$ cat config.mk
export PLATFORM = sky130hd
export DESIGN_NAME = hb_gate_sequencer
export DESIGN_NICKNAME = d
export VERILOG_FILES = /design/src/rtl/hb_pkg.sv /design/src/rtl/hb_rst_sync.sv /design/src/rtl/hb_band_decode.sv /design/src/rtl/hb_turnon_seq.sv /design/src/rtl/hb_gate_sequencer.sv
export SDC_FILE = /design/constraint.sdc
export NUM_CORES = 1
export LEC_CHECK = 0
export BUFFER_PORTS_ARGS = -buffer_cell sky130_fd_sc_hd__buf_4
export CAP_MARGIN = 15
export CORE_UTILIZATION = 35
export CTS_CLUSTER_DIAMETER = 80
export DETAILED_ROUTE_END_ITERATION = 16
export SLEW_MARGIN = 10
export SYNTH_ARGS = -nofsm -noshare
export SYNTH_HDL_FRONTEND = slang
export SYNTH_SLANG_ARGS = --single-unit
$ cat constraint.sdc
create_clock -name clk -period 1.7 [get_ports clk]
set_input_delay 0.34 -clock clk [delete_from_list [all_inputs] [get_ports clk]]
set_output_delay 0.34 -clock clk [all_outputs]
set_load 0.02 [all_outputs]
$ cat src/rtl/hb_pkg.sv
package hb_pkg;
  typedef enum logic [1:0] {
    BAND_LOW  = 2'd0,
    BAND_MID  = 2'd1,
    BAND_HIGH = 2'd2
  } band_e;

  typedef enum logic [1:0] {
    SQ_OFF     = 2'd0,
    SQ_WAIT_FB = 2'd1,
    SQ_DELAY   = 2'd2,
    SQ_ON      = 2'd3
  } seq_e;
endpackage

$ cat src/rtl/hb_rst_sync.sv
module hb_rst_sync #(
  parameter int STAGES = 2
) (
  input  logic clk,
  input  logic rst_n,
  output logic rst_n_sync
);
  logic [STAGES-1:0] chain_q;
  logic [STAGES-1:0] chain_d;

  always_comb chain_d = {chain_q[STAGES-2:0], 1'b1};

  always_ff @(posedge clk or negedge rst_n) begin
    if (!rst_n) chain_q <= '0;
    else        chain_q <= chain_d;
  end

  assign rst_n_sync = chain_q[STAGES-1];
endmodule

$ cat src/rtl/hb_band_decode.sv
module hb_band_decode
  import hb_pkg::*;
#(
  parameter int SYNC_STAGES = 2
) (
  input  logic clk,
  input  logic rst_n,
  input  logic above_hi_i,
  input  logic above_lo_i,
  input  logic cur_pos_i,
  output logic req_hs_o,
  output logic req_ls_o
);
  localparam int NSIG = 3;

  logic [NSIG-1:0] raw;
  logic [NSIG-1:0] synced;
  band_e           band;

  assign raw = {cur_pos_i, above_lo_i, above_hi_i};

  for (genvar g = 0; g < NSIG; g++) begin : g_sync
    logic [SYNC_STAGES-1:0] sr_q;
    logic [SYNC_STAGES-1:0] sr_d;

    always_comb sr_d = {sr_q[SYNC_STAGES-2:0], raw[g]};

    always_ff @(posedge clk or negedge rst_n) begin
      if (!rst_n) sr_q <= '0;
      else        sr_q <= sr_d;
    end

    assign synced[g] = sr_q[SYNC_STAGES-1];
  end

  // Both flags set -> high, both clear -> low, anything else -> middle
  always_comb begin
    unique case ({synced[0], synced[1]})
      2'b11:   band = BAND_HIGH;
      2'b00:   band = BAND_LOW;
      default: band = BAND_MID;
    endcase
  end

  always_comb begin
    req_hs_o = (band == BAND_HIGH);
    req_ls_o = (band == BAND_LOW) || ((band == BAND_MID) && synced[2]);
  end
endmodule

$ cat src/rtl/hb_turnon_seq.sv
module hb_turnon_seq
  import hb_pkg::*;
#(
  parameter int DELAY_CYC = 4,
  parameter int TMO_CYC   = 64
) (
  input  logic clk,
  input  logic rst_n,
  input  logic req_i,
  input  logic force_i,
  input  logic peer_cmd_i,
  input  logic peer_off_i,
  output logic gate_o,
  output logic tmo_o
);
  localparam int MAXC  = (DELAY_CYC > TMO_CYC) ? DELAY_CYC : TMO_CYC;
  localparam int CNT_W = $clog2(MAXC + 1);
  localparam logic [CNT_W-1:0] DLY_LAST = CNT_W'(DELAY_CYC - 1);
  localparam logic [CNT_W-1:0] TMO_LAST = CNT_W'(TMO_CYC - 1);

  seq_e             state_q, state_d;
  logic [CNT_W-1:0] cnt_q, cnt_d;
  logic             cnt_en;
  logic             abort;

  assign abort = !req_i || force_i;

  always_comb begin
    state_d = state_q;
    cnt_d   = '0;
    cnt_en  = 1'b0;
    tmo_o   = 1'b0;
    unique case (state_q)
      SQ_OFF: begin
        if (!abort && !peer_cmd_i) begin
          state_d = SQ_WAIT_FB;
          cnt_en  = 1'b1;
        end
      end
      SQ_WAIT_FB: begin
        if (abort) begin
          state_d = SQ_OFF;
        end else if (peer_off_i) begin
          state_d = SQ_DELAY;
          cnt_en  = 1'b1;
        end else if (cnt_q == TMO_LAST) begin
          state_d = SQ_DELAY;
          cnt_en  = 1'b1;
          tmo_o   = 1'b1;
        end else begin
          cnt_en  = 1'b1;
          cnt_d   = cnt_q + 1'b1;
        end
      end
      SQ_DELAY: begin
        if (abort) begin
          state_d = SQ_OFF;
        end else if (peer_cmd_i) begin
          state_d = SQ_WAIT_FB;
          cnt_en  = 1'b1;
        end else if (cnt_q == DLY_LAST) begin
          state_d = SQ_ON;
        end else begin
          cnt_en  = 1'b1;
          cnt_d   = cnt_q + 1'b1;
        end
      end
      SQ_ON: begin
        if (abort) state_d = SQ_OFF;
      end
      default: state_d = SQ_OFF;
    endcase
  end

  always_ff @(posedge clk or negedge rst_n) begin
    if (!rst_n) begin
      state_q <= SQ_OFF;
      cnt_q   <= '0;
    end else begin
      state_q <= state_d;
      if (cnt_en) cnt_q <= cnt_d;
    end
  end

  // force acts without waiting for an edge
  assign gate_o = (state_q == SQ_ON) && !force_i;
endmodule

$ cat src/rtl/hb_gate_sequencer.sv
module hb_gate_sequencer #(
  parameter int DT_HS_CYC   = 4,
  parameter int DT_LS_CYC   = 4,
  parameter int FB_TMO_CYC  = 64,
  parameter int SYNC_STAGES = 2
) (
  input  logic clk,
  input  logic rst_n,
  input  logic pwm_above_hi_i,
  input  logic pwm_above_lo_i,
  input  logic cur_pos_i,
  input  logic hs_off_fb_i,
  input  logic ls_off_fb_i,
  input  logic force_off_i,
  output logic hs_gate_o,
  output logic ls_gate_o,
  output logic fb_timeout_o
);
  logic rst_n_int;
  logic req_hs, req_ls;
  logic tmo_hs, tmo_ls;
  logic flag_q, flag_d, flag_en;

  hb_rst_sync #(.STAGES(2)) u_rst (
    .clk        (clk),
    .rst_n      (rst_n),
    .rst_n_sync (rst_n_int)
  );

  hb_band_decode #(.SYNC_STAGES(SYNC_STAGES)) u_dec (
    .clk        (clk),
    .rst_n      (rst_n_int),
    .above_hi_i (pwm_above_hi_i),
    .above_lo_i (pwm_above_lo_i),
    .cur_pos_i  (cur_pos_i),
    .req_hs_o   (req_hs),
    .req_ls_o   (req_ls)
  );

  hb_turnon_seq #(.DELAY_CYC(DT_HS_CYC), .TMO_CYC(FB_TMO_CYC)) u_hs (
    .clk        (clk),
    .rst_n      (rst_n_int),
    .req_i      (req_hs),
    .force_i    (force_off_i),
    .peer_cmd_i (ls_gate_o),
    .peer_off_i (ls_off_fb_i),
    .gate_o     (hs_gate_o),
    .tmo_o      (tmo_hs)
  );

  hb_turnon_seq #(.DELAY_CYC(DT_LS_CYC), .TMO_CYC(FB_TMO_CYC)) u_ls (
    .clk        (clk),
    .rst_n      (rst_n_int),
    .req_i      (req_ls),
    .force_i    (force_off_i),
    .peer_cmd_i (hs_gate_o),
    .peer_off_i (hs_off_fb_i),
    .gate_o     (ls_gate_o),
    .tmo_o      (tmo_ls)
  );

  always_comb begin
    flag_en = tmo_hs || tmo_ls;
    flag_d  = 1'b1;
  end

  always_ff @(posedge clk or negedge rst_n_int) begin
    if (!rst_n_int)   flag_q <= 1'b0;
    else if (flag_en) flag_q <= flag_d;
  end

  assign fb_timeout_o = flag_q;
endmodule

==> flow_metrics.tcl <==
set metrics [dict create \
    grt_usage_pct 17.37 \
    p_per_area_nw_per_um2 967.7 \
    cts_buffers 3 \
    skew_ps 1.923 \
    place_area_sq_um 2102 \
    drive_gt1_share_pct 52.89 \
    finalCriticalPeriod_ps 1915 \
    criticalPathCategory "register to register" \
    totalWireLength_um 4490 \
    finalHoldViolCount 0 \
    ff2ff_setup_slack_ps -210 \
    hold-path-endpoint "u_dec.g_sync[1].sr_q[0]" \
    die_area_sq_um 4777 \
    netlist_instances 156 \
    rr_startpoint "u_ls.cnt_q[3]" \
    antennaDiodeCount 0 \
    seq_area_sq_um 679.4 \
    status "finished with violations" \
    syn_avg_cell_area_sq_um 10.11 \
    route.detailed.drc 0 \
    grt_pass1_vias 1553 \
    rr_worst_depth 5 \
    grt.overflow.total 0 \
    row_count 24 \
    gp_congestion 0.8481 \
    path_max_fanout 3 \
    rr_endpoint "u_ls.state_q[1]" \
    clock.fmax_mhz 522.3 \
    slowest_stage "or4_4" \
    start_util_pct 36.21 \
    synth-async-reset-ratio_pct 100.0 \
    syn2layout_area_growth_pct 62.94 \
    p_leak_uw 0.001140 \
    holdPathStages 1 \
    numPortBuffers 10 \
    ys_warn_count 0 \
    cp.required_ps 1870 \
    drv_cap 0 \
    first_iter_violations 21 \
    die_w_um 69.12 \
    ys_ff_latch 27 \
    arrival_ps 2080 \
    die_y_um 69.12 \
    nNetsFinal 249 \
    cts_tree "yes" \
    grt_pass1_wl_um 6748 \
    grt_max_degree 26 \
    min_from "pwm_above_lo_i" \
    ctsLongestPathBuffers 2 \
    syn-cell-area_sq_um 1577 \
    synth_cell_types 46 \
    dr.pass1.iters 4 \
    setup_ws_ps -214.5 \
    clkSinkCount 27 \
    cpPeakStageDelay_ps 580 \
    tns_ps -2732 \
    rsz0062_at_grt "true" \
    multi_input_area_sq_um 1169 \
    worstSkewPairLatency_ps 280 \
    cts_root_buffer "clkbuf_8" \
    seq_area_frac_synth_pct 42.86 \
    p_total_uw 2486 \
    antenna_found_initial 0 \
    final_area_sq_um 2569 \
    min_path_type "input pin to register" \
    num-fill-cells 320 \
    post-dp-hpwl_um 2829 \
    slew_violations 0 \
    violations "setup timing" \
    vias_per_cell 5.458 \
    ant_nets 0 \
    post-route-period-util_pct 112.6 \
    peakVddDrop_mv 0.5932 \
    via_count 1512 \
    clk_pin_slew_worst_paths_ps 90 \
    synth-main-ff-cell "dfrtp_1" \
    ios 11 \
    core_sq_um 4354 \
    crit_chain "or4_4, o21ai_4, o22ai_4, nor3b_2, mux2_1" \
    setup_viol_count_final 19 \
    htree_levels 1 \
    syn_nets 179 \
    cp-start-kind "register" \
    synth_edf_count 0 \
    endpoint_kind "register" \
    routedWlPerCell_um 16.21 \
]
## report_power, final
group,internal (uW),switching (uW)
registers,707,73.4
logic,675,655
clock network,165,211
## synth_stat cells (2+ instances only)
library cell | instances | area, sq um
nand2b_1 | 5 | 31.28
a22o_1 | 4 | 35.03
mux2i_1 | 2 | 20.02
nand4_1 | 2 | 12.51
nand3_1 | 7 | 35.03
mux2_1 | 2 | 22.52
dfrtp_1 | 27 | 675.7
a21oi_1 | 5 | 25.02
o31ai_1 | 4 | 30.03
inv_1 | 10 | 37.54
and3_1 | 4 | 25.02
nor2b_1 | 5 | 31.28
o21ai_1 | 4 | 20.02
o211ai_1 | 2 | 15.01
o21ai_0 | 4 | 20.02
ha_1 | 15 | 187.7
nor3_1 | 5 | 25.02
nand2_1 | 11 | 41.29
nor2_1 | 7 | 26.28
nor4_1 | 2 | 12.51
a21o_1 | 2 | 15.01
a22oi_1 | 3 | 22.52
## final cells by class
| class | count | area share (%) |
|---|---|---|
| Multi-Input combinational cell | 117 | 45.49 |
| Clock buffer | 3 | 1.607 |
| Inverter | 11 | 1.754 |
| Sequential cell | 27 | 26.45 |
| Timing Repair Buffer | 66 | 21.97 |
| Tap cell | 52 | 2.533 |
| Clock inverter | 1 | 0.1948 |
## kinds of logic (layout without fill, tap and decap cells)
family | Yosys count | in the layout | share of synthesized area (%)
other cells | 1 | 1 | 0.2379
simple gates | 56 | 56 | 19.60
mux | 4 | 4 | 2.698
fa+ha+maj | 15 | 15 | 11.90
compound gates | 41 | 41 | 19.36
flops | 27 | 27 | 42.86
buf+inv | 12 | 81 | 3.333
## state kept, by name (all words and copies together) (netlist names)
signal / flops
fb_timeout_o: 1
u_ls.state_q: 2
u_rst.chain_q: 2
u_ls.cnt_q: 7
u_dec.g_sync.sr_q: 6
u_hs.state_q: 2
u_hs.cnt_q: 7
## critical path, delay by kind of cell, from the launching register on
family,cells,cell delay [ps]
AO/OA/AOI/OAI,2,280
flip-flops,1,390
multiplexers,1,350
AND/OR/NAND/NOR,2,790
## layer usage
metal  vias to the layer above  GRT usage, %  part of all wire, %
met2                        31         32.04                   54
met1                       749         19.74                   40
met5                         -             0                    0
met4                         0         7.483                  3.7
met3                        16         2.485                  2.6
li1                        716             -                    -
## timing repair
action | 4_1_cts | 5_1_grt
pin swaps | 6 | 17
hold endpoints to repair | 2 | 0
buffers inserted | 7 | 6
resized for setup | 23 | 36
hold buffers | 1 | 0
setup endpoints to repair | 21 | 21
## cell usage in the layout, fill, tap and decap left out, types with 3 or more instances in the layout
master	count
and3_1	4
o21ai_2	3
nand3_1	4
a21oi_1	5
nor2b_4	3
a22o_1	4
o21ai_0	4
buf_4	52
buf_6	11
nand3_4	3
nand2_1	10
clkbuf_8	3
inv_1	8
ha_1	8
ha_4	6
dfrtp_1	24
nor3_1	4
nand2b_4	4
o31ai_2	4
dfrtp_2	3
nor2_1	6
## metrics by stage
stage | setup WS, ps | utilization (%) | std cells | hold WS, ps
floorplan | -207.1 | - | 156 | 44.41
global placement | -170.0 | 48.28 | 260 | 122.0
detailed placement | -236.3 | 48.28 | 260 | 124.1
CTS | -191.7 | 53.74 | 271 | 161.8
global route | -255.3 | 58.99 | 277 | 153.5
finish | -214.5 | 58.99 | 277 | 159.7
## worst max-delay path by stage
stage	slack, ps	from	end	depth (start not counted)
4_1_cts	-190	u_ls.cnt_q[3]	u_ls.state_q[1]	5
3_5_place_dp	-240	u_dec.g_sync[1].sr_q[1]	u_ls.cnt_q[5]	6
5_1_grt	-260	u_ls.cnt_q[3]	u_ls.cnt_q[2]	7
6_report	-210	u_ls.cnt_q[3]	u_ls.state_q[1]	5
3_3_place_gp	-170	u_dec.g_sync[1].sr_q[1]	u_ls.cnt_q[5]	6
2_1_floorplan	-210	u_ls.cnt_q[3]	u_ls.state_q[1]	5
Note: power is estimated with default switching activity, not from simulation.
